File: src/rtl/dram_model_pkg.sv
package dram_model_pkg;

    localparam int LANES    = 2;
    localparam int LANE_W   = 8;
    localparam int DATA_W   = LANES * LANE_W;
    localparam int REF_CW   = 9;

    typedef enum logic [1:0] {
        PH_IDLE = 2'd0,
        PH_ROW  = 2'd1,
        PH_CBR  = 2'd2
    } row_phase_e;

    typedef struct packed {
        logic open;
        logic early;
    } col_ctx_t;

    function automatic logic [DATA_W-1:0] lane_bits(input logic [LANES-1:0] m);
        logic [DATA_W-1:0] r;
        for (int i = 0; i < LANES; i++)
            r[i*LANE_W +: LANE_W] = {LANE_W{m[i]}};
        return r;
    endfunction

endpackage

File: src/rtl/dram_strobe_decoder.sv
module dram_strobe_decoder
    import dram_model_pkg::*;
#(
    parameter int ADDR_W = 9,
    parameter int ROW_AW = 3,
    parameter int COL_AW = 2
) (
    input  logic              clk,
    input  logic              rst,
    input  logic              ras_n,
    input  logic [LANES-1:0]  cas_n,
    input  logic              we_n,
    input  logic [ADDR_W-1:0] addr,
    output logic [ROW_AW-1:0] row_q,
    output logic              act_pulse,
    output logic              cbr_pulse,
    output logic              rd_pulse,
    output logic              wr_en,
    output logic [COL_AW-1:0] wr_col,
    output logic [LANES-1:0]  wr_lanes,
    output col_ctx_t          ctx_q,
    output col_ctx_t          ctx_next
);

    logic             ras_q, we_q;
    logic [LANES-1:0] cas_q;
    row_phase_e       phase, phase_d;
    logic [COL_AW-1:0] col_q;
    logic             ras_fall, cas_any, cas_was_idle, col_start, rmw;

    assign ras_fall     = ras_q & ~ras_n;
    assign cas_any      = ~&cas_n;
    assign cas_was_idle = &cas_q;

    always_comb begin
        phase_d   = phase;
        act_pulse = 1'b0;
        cbr_pulse = 1'b0;
        case (phase)
            PH_IDLE: if (ras_fall) begin
                if (cas_any) begin
                    phase_d   = PH_CBR;
                    cbr_pulse = 1'b1;
                end else begin
                    phase_d   = PH_ROW;
                    act_pulse = 1'b1;
                end
            end
            default: if (ras_n) phase_d = PH_IDLE;
        endcase
    end

    assign col_start = (phase == PH_ROW) & ~ras_n & cas_was_idle & cas_any;
    assign rmw       = ctx_q.open & ~ctx_q.early & ~col_start & ~ras_n
                     & cas_any & we_q & ~we_n;

    always_comb begin
        ctx_next = ctx_q;
        if (col_start) begin
            ctx_next.open  = 1'b1;
            ctx_next.early = ~we_n;
        end else if (ras_n || !cas_any) begin
            ctx_next.open  = 1'b0;
        end
    end

    assign wr_en    = (col_start & ~we_n) | rmw;
    assign wr_lanes = ~cas_n;
    assign wr_col   = col_start ? addr[COL_AW-1:0] : col_q;
    assign rd_pulse = col_start & we_n;

    always_ff @(posedge clk) begin
        if (rst) begin
            ras_q <= 1'b1;
            cas_q <= '1;
            we_q  <= 1'b1;
            phase <= PH_IDLE;
            ctx_q <= '0;
            row_q <= '0;
            col_q <= '0;
        end else begin
            ras_q <= ras_n;
            cas_q <= cas_n;
            we_q  <= we_n;
            phase <= phase_d;
            ctx_q <= ctx_next;
            if (act_pulse) row_q <= addr[ROW_AW-1:0];
            if (col_start) col_q <= addr[COL_AW-1:0];
        end
    end

    // a write always targets at least one lane
    a_r5_write_has_lane: assert property (@(posedge clk) disable iff (rst)
        wr_en |-> (wr_lanes != '0));

endmodule

File: config.mk
export PLATFORM = sky130hd
export DESIGN_NAME = dram_strobe_decoder
export DESIGN_NICKNAME = d
export VERILOG_FILES = /design/src/rtl/dram_model_pkg.sv /design/src/rtl/dram_strobe_decoder.sv
export SDC_FILE = /design/constraint.sdc
export NUM_CORES = 1
export LEC_CHECK = 0
export ABC_AREA = 1
export ABC_CLOCK_PERIOD_IN_PS = 2060
export CAP_MARGIN = 10
export CORE_UTILIZATION = 37
export CTS_CLUSTER_SIZE = 14
export DETAILED_ROUTE_END_ITERATION = 10
export DONT_BUFFER_PORTS = 1
export PLACE_DENSITY = 0.59
export RECOVER_POWER = 25
export SKIP_CTS_REPAIR_TIMING = 1
export SLEW_MARGIN = 20
export SYNTH_ARGS = -nofsm -noshare
export SYNTH_HDL_FRONTEND = slang
export SYNTH_SLANG_ARGS = --single-unit
File: constraint.sdc
create_clock -name clk -period 2.06 [get_ports clk]
set_input_delay 0.618 -clock clk [delete_from_list [all_inputs] [get_ports clk]]
set_output_delay 0.618 -clock clk [all_outputs]
set_load 0.01 [all_outputs]
Yosys cells after proc, flatten, opt, wreduce, memory -nomap -nowiden
Index checks and enable logic that the tools add are counted.
W data, S select, Z words.
{"block": "totals", "ramBits": 0, "wordCells": 49, "memories": 0, "out_inout_bits": 15, "mem_bits_ro": 0, "latch_bits": 0, "input_bits": 15, "regBits": 13}
{"block": "classes", "bitwise_logic": 18, "n_addsub": 0, "n_lt_le_gt_ge": 0, "mux": 14, "shifts": 0, "eq_ne": 2, "n_reduce_logical": 7, "n_mul": 0, "n_div": 0}
{"operator": "$and A1 B1 Y1", "n": 12}
{"operator": "$mux W2", "n": 5}
{"operator": "$mux W1", "n": 9}
{"operator": "$reduce_and A2 Y1", "n": 3}
{"operator": "$not A1 Y1", "n": 4}
{"operator": "$eq A2 B1 Y1 const B", "n": 1}
{"operator": "$logic_not A2 Y1", "n": 1}
{"operator": "$ne A2 B2 Y1 const B", "n": 1}
{"operator": "$not A2 Y2", "n": 1}
{"operator": "$reduce_bool A2 Y1", "n": 1}
{"operator": "$logic_not A1 Y1", "n": 1}
{"operator": "$logic_or A1 B1 Y1", "n": 1}
{"operator": "$or A1 B1 Y1", "n": 1}

Longest topological paths before layout
Gate-level depths: netlist of run 1.
{"block": "logic_depth", "depth_word": 11, "ltp_mapped": 7, "mapped_depth_nobuf": 7}

Worst setup path after synthesis of run 1
No wires, ideal clock.
{"block": "synth_path", "path_type": "input -> output", "startpoint": "input cas_n[0]", "endpoint": "output wr_en", "t_arrival_ns": 1.240, "path_buffers": 0, "required_ns": 1.442, "path_stages": 3, "setup_slack_ns": 0.202, "path_cell_list": "a21oi_2 nand2_1 o21ai_0"}
{"block": "synth_between", "elab_chain_cells": 10, "elab_cells_between_ends": 11, "cone_classes": "9 x bitwise; 2 x reduce/logical"}
{"item": "start, declared", "line": "dram_strobe_decoder.sv:11", "text": "input logic [LANES-1:0] cas_n,"}
{"item": "$reduce_and A2 Y1 (*)", "line": "dram_strobe_decoder.sv:32", "text": "assign cas_any = ~&cas_n;"}
{"item": "$logic_not A1 Y1 (*)", "line": "dram_strobe_decoder.sv:32"}
{"item": "$and A1 B1 Y1", "line": "dram_strobe_decoder.sv:53", "text": "assign col_start = (phase == PH_ROW) & ~ras_n & cas_was_idle & cas_any;"}
{"item": "$not A1 Y1", "line": "dram_strobe_decoder.sv:54", "text": "assign rmw = ctx_q.open & ~ctx_q.early & ~col_start & ~ras_n"}
{"item": "$and A1 B1 Y1 (2 in a row)", "line": "dram_strobe_decoder.sv:54"}
{"item": "$and A1 B1 Y1 (3 in a row)", "line": "dram_strobe_decoder.sv:55", "text": "& cas_any & we_q & ~we_n;"}
{"item": "$or A1 B1 Y1 (*)", "line": "dram_strobe_decoder.sv:67", "text": "assign wr_en = (col_start & ~we_n) | rmw;"}
{"item": "end, declared", "line": "dram_strobe_decoder.sv:18", "text": "output logic wr_en,"}
Every way passes the cells marked *; elsewhere a longest branch is shown, timed or not.

Final worst setup path of run 1
Same ends and word-level chain as after synthesis.

==> results of run 1 <==
[area by class of cell]
type / instances / area, sq um / area share [%]
clock buffers: 4 / 26.3 / 4.38
inverters: 22 / 82.6 / 13.8
multi-input cells: 48 / 204 / 34.0
flip-flops and latches: 13 / 260 / 43.4
well taps: 15 / 18.8 / 3.13
repair buffers: 1 / 7.51 / 1.25
[cells in the mapped netlist]
cell type  instances
a21oi_1            1
a21oi_2            1
dfxtp_1           13
inv_1             21
inv_2              1
nand2_1           24
nand2_2            2
nand3_1            5
nor2_1            11
nor2_2             1
o21ai_0            1
o22ai_1            2
[flip-flops by register name, indices dropped and copies added, names as in the netlist]
signal	cells
row_q	3
cas_q	2
col_q	2
ctx_q	2
phase	2
ras_q	1
we_q	1
[worst max-delay path, stage by stage]
cell     delay [ns]
a21oi_2        0.28
nand2_1        0.13
o21ai_0        0.16
buf_4          0.14
[cells by family after synthesis]
family | count (synthesis)
buffers and inverters | 22
DFF | 13
and+or+nand+nor | 43
AOI/OAI and AO/OA | 5
[power groups by stage]
stage | sequential, mW | combinational (mW) | clock (mW)
final | 0.267 | 0.0379 | 0.158
after CTS | 0.267 | 0.0391 | 0.167
after global placement | 0.272 | 0.0381 | 0
after global routing | 0.268 | 0.0446 | 0.181
after floorplan | 0.272 | 0.0327 | 0
after detailed placement | 0.273 | 0.0389 | 0
[per-layer routing]
layer	track usage (%)	vias up	part of all wire (%)
li1	-	250	-
met1	18.4	197	46
met2	22.6	19	45
met3	4.44	2	7.8
met4	15.0	0	1.2
met5	0	-	0
[through the flow]
step	area [sq um]	utilization (%)	worst slack, ns	hold slack (ns)
after floorplan	549	-	0.202	0.459
after global placement	576	43.2	0.106	0.475
after detailed placement	576	43.2	0.108	0.477
after CTS	602	45.1	0.106	0.387
after global routing	599	44.9	0.0309	0.382
final	599	44.9	0.111	0.399
[worst min-delay path by stage]
stage,cells past startpoint,endpoint,slack [ns],from
2_1_floorplan,2,phase[1]$_SDFFE_PP0P_,0.46,phase[1]$_SDFFE_PP0P_
3_3_place_gp,2,phase[1]$_SDFFE_PP0P_,0.48,phase[1]$_SDFFE_PP0P_
3_5_place_dp,2,phase[1]$_SDFFE_PP0P_,0.48,phase[1]$_SDFFE_PP0P_
4_1_cts,1,ctx_q[1]$_SDFF_PP0_,0.39,rst
5_1_grt,1,col_q[1]$_SDFF_PP0_,0.38,rst
6_report,1,ctx_q[1]$_SDFF_PP0_,0.40,rst
==> flow_metrics.tcl, run 1 <==
set metrics [dict create \
    outcome "completed" \
    syn_area_per_cell_sq_um 6.62 \
    fin_nets 104 \
    crit_path_start_kind "input pin" \
    setup_viol_count_final 0 \
    clock-root-buffer "clkbuf_4" \
    p_seq_share_pct 57.6 \
    grt_pass1_vias 404 \
    yosys.cell_types.count 12 \
    grt_antenna_before_repair 0 \
    core_sq_mm 0.00133 \
    finalPower_uw 463 \
    crit_required_ns 1.44 \
    start_util_pct 41.2 \
    cp_max_fo 6 \
    routed_via_density 4.54 \
    final_common_cell "nand2_1" \
    stdcell_count 103 \
    peakVddDrop_uv 402 \
    nFillCells 151 \
    cts_buffer_depth 2 \
    drv_slew 0 \
    path_clk_slew_ns 0.08 \
    finalCritPeriodShare_pct 94.6 \
    fin_tns_setup_ns 0 \
    track_usage_pct 15.8 \
    synth_cells 83 \
    endpoint "wr_en" \
    clkLatencyLatePin_ns 0.27 \
    cap_violations 0 \
    cts_made_buffers 3 \
    synth-xor-area-share_pct 0 \
    synth_compound_area_share_pct 5.69 \
    netSwitchingPower_uw 115 \
    ioPinCount 30 \
    max_freq_mhz 513 \
    r2r_slack_ns 1.05 \
    p_int_uw 347 \
    ys_seq_area_share_pct 47.4 \
    yosysTopAreaCell "dfxtp_1" \
    hp-class "input pin to flip-flop" \
    timing.rr.start "phase[0]$_SDFFE_PP0P_" \
    antenna_cells 0 \
    synth_top_family_by_area "simple AND/OR/NAND/NOR gates" \
    synth_seq_cells 13 \
    pwr-share-comb_pct 8.2 \
    grt_pass1_wl_mm 1.57 \
    r2r_end "row_q[1]$_SDFFE_PP0P_" \
    hpwl_um 784 \
    final_cell_mix "nand2_1, inv_1, dfxtp_1, nor2_1, nand3_1" \
    ys_warn_count 0 \
    synth_area_leaders "dfxtp_1, nand2_1, inv_1" \
    place_inst 99 \
    vias 468 \
    grt_max_degree 9 \
    dr.pass1.iters 4 \
    r2r_cells 7 \
    drive_gt1_share_pct 9.09 \
    htree_num_levels 1 \
    synth-simple-area-share_pct 31.9 \
    power_density_mw_per_mm2 772 \
    crit_path_end_kind "output port" \
    wl_mm 1.03 \
    swShare_pct 24.9 \
    cp.arrival_ns 1.33 \
    slew_headroom_pct 78.3 \
    path_class "input pin to output port" \
    synthAdderAreaFrac_pct 0 \
    period_minus_slack_ns 1.95 \
    syn_to_final_growth_pct 9.11 \
    drt_iter0_markers 6 \
    rsz0062_at_grt "false" \
    cts.sinks 13 \
    muxShareOfSynthArea_pct 0 \
    die_h_um 40.5 \
    synthesis.area_sq_um 549 \
    crit_start "cas_n[0]" \
    cts_tree "built" \
    hold_viol 0 \
    yosys.area.top_type_share_pct 47.4 \
    worstMarginPinSlew_ns 0.326 \
    drt-wirelength-per-cell_um 10.0 \
    die_area_sq_mm 0.00164 \
    fp-row-count 13 \
    post-route-drc-count 0 \
    port_buffers 0 \
    finalClockSkew_ns 0.00188 \
    pwr-share-clk_pct 34.2 \
    gp_congestion 0.767 \
    leakagePower_nw 0.357 \
    synth_fp_nets 98 \
    globalRouteOverflowTotal 0 \
    postRouteAntennaNets 0 \
    die_w_um 40.5 \
]
(Power assumes the default switching activity.)
==> run 2: changes to the inputs <==
--- a/config.mk
+++ b/config.mk
@@ -14,6 +14,7 @@
 export DONT_BUFFER_PORTS = 1
 export PLACE_DENSITY = 0.59
 export RECOVER_POWER = 25
+export REMOVE_ABC_BUFFERS = 1
 export SKIP_CTS_REPAIR_TIMING = 1
 export SLEW_MARGIN = 20
 export SYNTH_ARGS = -nofsm -noshare
==> results of run 2 <==
Same layout as run 1: the final DEF is identical, and so are final timing and power.
